## src/rtl/lr_pkg.sv

```systemverilog
package lr_pkg;

    // Decision taken by the step arbiter for one clock.
    typedef enum logic [1:0] {
        STEP_HOLD = 2'd0,
        STEP_UP   = 2'd1,
        STEP_DOWN = 2'd2
    } step_e;

endpackage

```

## src/rtl/lr_end_detect.sv

```systemverilog
module lr_end_detect #(
    parameter int W       = 4,
    parameter int MAX_POS = 8
) (
    input  logic [W-1:0] cnt,
    output logic         at_lo,
    output logic         at_hi
);

    localparam logic [W-1:0] LoVal = '0;
    localparam logic [W-1:0] HiVal = W'(MAX_POS);

    always_comb begin
        at_lo = (cnt == LoVal);
        at_hi = (cnt == HiVal);
    end

endmodule

```

## src/rtl/lr_step_arb.sv

```systemverilog
module lr_step_arb
    import lr_pkg::*;
(
    input  logic step_left,
    input  logic step_right,
    input  logic at_lo,
    input  logic at_hi,
    output logic en,
    output logic up
);

    step_e step;

    // The high-direction request owns the direction; an end stop blocks only its own direction.
    always_comb begin
        step = STEP_HOLD;
        if (step_right) begin
            if (!at_hi) step = STEP_UP;
        end else if (step_left) begin
            if (!at_lo) step = STEP_DOWN;
        end
        en = (step != STEP_HOLD);
        up = (step == STEP_UP);
    end

endmodule

```

## src/rtl/lr_pos_counter.sv

```systemverilog
module lr_pos_counter #(
    parameter int            W        = 4,
    parameter logic [W-1:0]  LOAD_VAL = '0
) (
    input  logic         clk,
    input  logic         load,
    input  logic         en,
    input  logic         up,
    output logic [W-1:0] q
);

    typedef struct packed {
        logic [W-1:0] cnt;
    } ctr_state_t;

    ctr_state_t state_d, state_q;

    always_comb begin
        state_d = state_q;
        if (load) begin
            state_d.cnt = LOAD_VAL;
        end else if (en) begin
            if (up) state_d.cnt = state_q.cnt + W'(1);
            else    state_d.cnt = state_q.cnt - W'(1);
        end
    end

    always_ff @(posedge clk) begin
        state_q <= state_d;
    end

    assign q = state_q.cnt;

endmodule

```

## src/rtl/lr_pos_tracker.sv

```systemverilog
module lr_pos_tracker #(
    parameter int NUM_POS = 9
) (
    input  logic                       clk,
    input  logic                       rst,
    input  logic                       step_left,
    input  logic                       step_right,
    output logic                       led_left,
    output logic                       led_right,
    output logic [$clog2(NUM_POS)-1:0] pos
);

    localparam int CtrW   = $clog2(NUM_POS);
    localparam int MaxPos = NUM_POS - 1;
    localparam logic [CtrW-1:0] Centre = CtrW'(MaxPos / 2);

    logic [CtrW-1:0] cnt;
    logic            at_lo, at_hi;
    logic            en, up;

    lr_end_detect #(
        .W       (CtrW),
        .MAX_POS (MaxPos)
    ) u_ends (
        .cnt   (cnt),
        .at_lo (at_lo),
        .at_hi (at_hi)
    );

    lr_step_arb u_arb (
        .step_left  (step_left),
        .step_right (step_right),
        .at_lo      (at_lo),
        .at_hi      (at_hi),
        .en         (en),
        .up         (up)
    );

    lr_pos_counter #(
        .W        (CtrW),
        .LOAD_VAL (Centre)
    ) u_ctr (
        .clk  (clk),
        .load (rst),
        .en   (en),
        .up   (up),
        .q    (cnt)
    );

    assign pos       = cnt;
    assign led_left  = at_lo;
    assign led_right = at_hi;

endmodule

```

## config.mk

```make
export PLATFORM = sky130hd
export DESIGN_NAME = lr_pos_tracker
export DESIGN_NICKNAME = d
export VERILOG_FILES = /design/src/rtl/lr_pkg.sv /design/src/rtl/lr_end_detect.sv /design/src/rtl/lr_step_arb.sv /design/src/rtl/lr_pos_counter.sv /design/src/rtl/lr_pos_tracker.sv
export SDC_FILE = /design/constraint.sdc
export NUM_CORES = 1
export LEC_CHECK = 0
export BUFFER_PORTS_ARGS = -buffer_cell sky130_fd_sc_hd__buf_2
export CAP_MARGIN = 20
export CORE_AREA = 2 2 39 41
export DETAILED_ROUTE_END_ITERATION = 10
export DIE_AREA = 0 0 41 43
export SYNTH_ARGS = -nofsm -noshare
export SYNTH_HDL_FRONTEND = slang
export SYNTH_SLANG_ARGS = --single-unit
export TNS_END_PERCENT = 20
```

## constraint.sdc

```tcl
create_clock -name clk -period 2 [get_ports clk]
set_input_delay 0.1 -clock clk [delete_from_list [all_inputs] [get_ports clk]]
set_output_delay 0.1 -clock clk [all_outputs]
set_load 0.1 [all_outputs]
```

* Word-level counts from Yosys, hierarchy flattened *
Index checks and enable logic that the tools add are counted.

storage, ports and cells
  output and inout port bits = 6
  flip-flop bits (word level) = 4
  word-level logic and storage cells = 12

cells by class
  eq/ne operators = 2
  add/sub/neg operators = 2
  reductions and logical operators = 2
  mux-type cells = 5

operators by type and width
  operator                                             count
  2-to-1 mux 2 bit                                     3
  adder 4 x 1 -> 4 bit, second input constant          1
  equality test 4 bit, second input constant           1
  zero test 4 bit                                      1
  2-to-1 mux 4 bit                                     1
  subtractor 4 x 1 -> 4 bit, second input constant     1
  equality test 2 x 1 -> 1 bit, second input constant  1
  nonzero test 2 bit                                   1
  2-to-1 mux 1 bit                                     1

* Longest topological paths before layout *
  word-level depth = 6
  mapped depth = 6
  mapped depth without buffers = 6

* Hierarchy *
From an unflattened synthesis, not the netlist that was laid out.

unflattened totals
  cells, all modules = 30
  area, all modules = 292.8 um2

by module, submodules not included
  module          instances  area an instance (um2)  cells each
  lr_pos_counter  1          237.7                   25
  lr_end_detect   1          27.5                    2
  lr_step_arb     1          27.5                    3

* Worst setup path after synthesis *
OpenSTA, ideal clock, no wires.

  kind = reg-to-reg
  from = register u_ctr.state_q (netlist bit u_ctr.q[3])
  to = register u_ctr.state_q (netlist bit u_ctr.q[3])
  clock period less this slack = 5.725 ns
  arrival = 5.630 ns
  cell stages (with the launch flop) = 7
  buffers on the path = 0
  data required time = 1.905 ns
  slack = -3.725 ns
  setup time = 0.095 ns
  path through = dfxtp_1 -> nor4b_1 -> or2b_1 -> ha_1 -> a21o_1 -> or4b_1 -> o311ai_1

between the ends
  elaborated cells between the ends (all ways) = 11

RTL lines
  item                          line                  text
  start, declared               lr_pos_counter.sv:16  ctr_state_t state_d, state_q;
  start signal, assigned        lr_pos_counter.sv:29  state_q <= state_d;
  equality test 4 bit *         lr_end_detect.sv:15   at_hi = (cnt == HiVal);
  via led_right                 lr_pos_tracker.sv:9   output logic led_right,
  2-to-1 mux 1 bit *            lr_step_arb.sv:18     if (!at_hi) step = STEP_UP;
  2-to-1 mux 2 bit *            lr_step_arb.sv:17     if (step_right) begin
  equality test 2 x 1 -> 1 bit  lr_step_arb.sv:23     up = (step == STEP_UP);
  2-to-1 mux 4 bit              lr_pos_counter.sv:23  if (up) state_d.cnt = state_q.cnt + W'(1);

Mark *: on every way through the listed nets, which the timed path passes. The rest lies on a longest branch.
A chain may end at the register's enable or synchronous reset.

* Worst setup path in the final report *
  from = register u_ctr.state_q (netlist bit u_ctr.q[3])
  to = register u_ctr.state_q (netlist bit u_ctr.q[3])

between the ends
  longest elaborated chain between the ends = 6
  elaborated cells between the ends (all ways) = 11

RTL lines
  item                          line                  text
  zero test 4 bit               lr_end_detect.sv:14   at_lo = (cnt == LoVal);
  2-to-1 mux 2 bit              lr_step_arb.sv:20     if (!at_lo) step = STEP_DOWN;
  2-to-1 mux 2 bit              lr_step_arb.sv:19     end else if (step_left) begin
  2-to-1 mux 2 bit              lr_step_arb.sv:17
  equality test 2 x 1 -> 1 bit  lr_step_arb.sv:23
  2-to-1 mux 4 bit              lr_pos_counter.sv:23

Several ways; a longest one is shown, not always the timed one.

==> flow_summary_export.csv <==
group,metric,value,unit
global_route,grt_antenna_before_repair,0,
global_route,grt_pass1_wl,1220,µm
drt,finalWirelength,802,µm
cells_and_area,area_delta_synth_final,57.7,%
cts,clkTransAtPathRegs,0.04,ns
timing,min_period,1.98,ns
yosys,ys_ff_latch,4,
critical_path,crit_required,2.14,ns
yosys,ys_seq_area_frac,0.258,
timing,hold_violations,0,
drt,firstDrtPassIters,4,
cts,postCtsHoldBufs,0,
timing,setup_slack,0.0199,ns
cells_and_area,drive_gt1_frac,0.519,
global_route,grt_pass1_vias,307,
power_and_ir_drop,ir_worst_vdd,0.000249,V
drt,ant_nets,0,
drt,drt-wirelength-per-cell,11.5,µm
flow_run,maxCapViolations,0,
power_and_ir_drop,p_leak,0.000229,µW
floorplan,core_area,0.00138,mm²
yosys,synth_top_area_share,0.258,
floorplan,row_count,14,
min_path,holdPathEnd,"u_ctr.q[3]$_SDFFE_PP0P_",
drt,via_count,331,
cells_and_area,layout_common_cells,"9 x buf_2, 6 x buf_4, 5 x nor2_1",
timing,maxSlewViolCount,0,
cts,clock_latency,0.24,ns
drt,drc,0,
cells_and_area,final_cells,70,
cts,cts_tree,"yes",
floorplan,start_util,0.224,
floorplan,dieArea,0.00176,mm²
cells_and_area,largest_register_ffs,4,
timing,final.setup_skew,0.00975,ns
critical_path,endpoint_kind,"flop",
critical_path,cp_max_fo,3,
yosys,synth_cell_type_count,24,
yosys,netlist_top_cells_area,"dfxtp_1 26%, fa_1 6.5%, mux2i_1 6.5%",
placement,routabilityCongestion,0.752,
cts,cts_num_sinks,4,
cts,clockBufferDepth,2,
critical_path,crit_type,"reg2reg",
yosys,synth_top_cell_by_area,"dfxtp_1",
timing,max_freq,505,MHz
cts,cts_max_level,1,
yosys,syn-instance-count,36,
cells_and_area,final_common_cell,"buf_2",
drt,vias_per_cell,4.73,
yosys,netlist_area,310,µm²
critical_path,rr_startpoint,"u_ctr.q[3]$_SDFFE_PP0P_",
cells_and_area,final_nets,61,
cts,cts-root-buf,"clkbuf_4",
critical_path,r2r_cells,7,
min_path,hold-path-cell-count,2,
global_route,grt_max_degree,9,
timing,final.period_utilization,0.990,
min_path,worstHoldPathType,"in2reg",
placement,preCtsSetupSlack,-0.00430,ns
yosys,syn_nets,42,
run_status,status,"completed",
timing,rsz0062_at_grt,"yes",
placement,placed_cells,65,
critical_path,regToRegEndpoint,"u_ctr.q[3]$_SDFFE_PP0P_",
floorplan,die_y,43,µm
placement,placed_area,444,µm²
critical_path,arrival,2.12,ns
placement,dp_hpwl,596,µm
floorplan,die_width,41,µm
critical_path,r2r_slack,0.02,ns
timing,worst_slew_pin_slew,0.487,ns
power_and_ir_drop,power_density,1090,mW/mm²
min_path,min_from,"rst",
global_route,grt_overflow,0,
yosys,synth_area_per_cell,8.62,µm²
cells_and_area,postLayoutCellArea,489,µm²
cts,numCtsBuffers,3,
drt,drtIter0Drc,11,
cells_and_area,diodes,0,
critical_path,cp-start-kind,"flop",
global_route,track_usage,0.111,
floorplan,ioPinCount,10,
placement,portBuffers,9,
timing,relSlewSlack,0.678,
yosys,yosysWarnings,0,
timing,report.final.setup_viol,0,
[power breakdown]
| part | internal [µW] | total (µW) | switching, µW |
|---|---|---|---|
| Combinational | 88.3 | 310 | 221 |
| Sequential | 99.8 | 113 | 12.9 |
| Clock | 75.1 | 113 | 37.7 |
| Total | 263 | 535 | 272 |
[cell usage after synthesis]
| cell | instances |
|---|---|
| a21o_1 | 2 |
| nor4b_1 | 1 |
| buf_6 | 1 |
| o311ai_1 | 1 |
| nand4_1 | 1 |
| or2b_1 | 1 |
| fa_1 | 1 |
| nor4_1 | 1 |
| or4b_1 | 1 |
| nor2_1 | 5 |
| nor2b_1 | 1 |
| xnor2_1 | 1 |
| ha_1 | 1 |
| or3b_2 | 1 |
| o22ai_1 | 1 |
| and3_1 | 2 |
| a31o_2 | 1 |
| inv_1 | 2 |
| or3b_1 | 1 |
| a21oi_1 | 1 |
| mux2i_1 | 2 |
| nor3_1 | 1 |
| nand2_1 | 2 |
| dfxtp_1 | 4 |
[kinds of logic (layout without fill, tap and decap cells)]
group	after synthesis	in the layout	share of synthesized area
buf+inv	3	21	0.0605
simple gates	18	18	0.343
compound gates	6	6	0.141
mux	2	2	0.0645
xor+xnor	1	1	0.0282
flops	4	4	0.258
fa+ha+maj	2	2	0.105
[stage by stage]
step / total power (µW) / hold slack, ns / utilization / setup TNS [ns]
after detailed placement: 417 / 0.401 / 0.321 / -0.00430
final: 535 / 0.148 / 0.354 / 0
after global routing: 570 / 0.146 / 0.354 / -0.0243
after global placement: 416 / 0.426 / 0.321 / 0
after CTS: 534 / 0.145 / 0.344 / 0
after floorplan: 351 / 0.222 / - / -2.25
[per-layer routing]
metal  vias up  wire (µm)  global-route usage
met3         2         29              0.0157
met4         0         19               0.100
met2         8        442               0.169
li1        170          -                   -
met5         -          0                   0
met1       151        311               0.123
[area by class of cell]
| class | count | area [µm²] |
|---|---|---|
| clock buffers | 4 | 26.3 |
| fillers | 148 | 895 |
| inverters | 2 | 7.51 |
| multi-input cells | 29 | 253 |
| flip-flops and latches | 4 | 92.6 |
| well taps | 16 | 20.0 |
| repair buffers | 15 | 90.1 |
[critical path: stages (launching register included)]
cell and delay [ns]:
dfxtp_4 0.33, nor4b_4 0.12, or2b_1 0.25, buf_4 0.14, ha_1 0.27, a21o_1 0.19, or4b_1 0.48, o311ai_1 0.09
[worst max path at each step]
stage | endpoint | startpoint | cells after the start
after CTS | u_ctr.q[2]$_SDFFE_PP1P_ | u_ctr.q[3]$_SDFFE_PP0P_ | 6
after global placement | u_ctr.q[2]$_SDFFE_PP1P_ | u_ctr.q[3]$_SDFFE_PP0P_ | 6
final | u_ctr.q[3]$_SDFFE_PP0P_ | u_ctr.q[3]$_SDFFE_PP0P_ | 7
after detailed placement | u_ctr.q[2]$_SDFFE_PP1P_ | u_ctr.q[3]$_SDFFE_PP0P_ | 6
after global routing | u_ctr.q[3]$_SDFFE_PP0P_ | u_ctr.q[2]$_SDFFE_PP1P_ | 7
after floorplan | u_ctr.q[3]$_SDFFE_PP0P_ | u_ctr.q[3]$_SDFFE_PP0P_ | 6
[what timing repair did]
item / 4_1_cts / 5_1_grt
hold endpoints to repair: 0 / 0
gates resized for setup: 1 / 2
cloned: 0 / 0
setup endpoints to repair: 1 / 1
pin swaps: 0 / 2
setup buffers: 0 / 1
(Power assumes the default switching activity.)
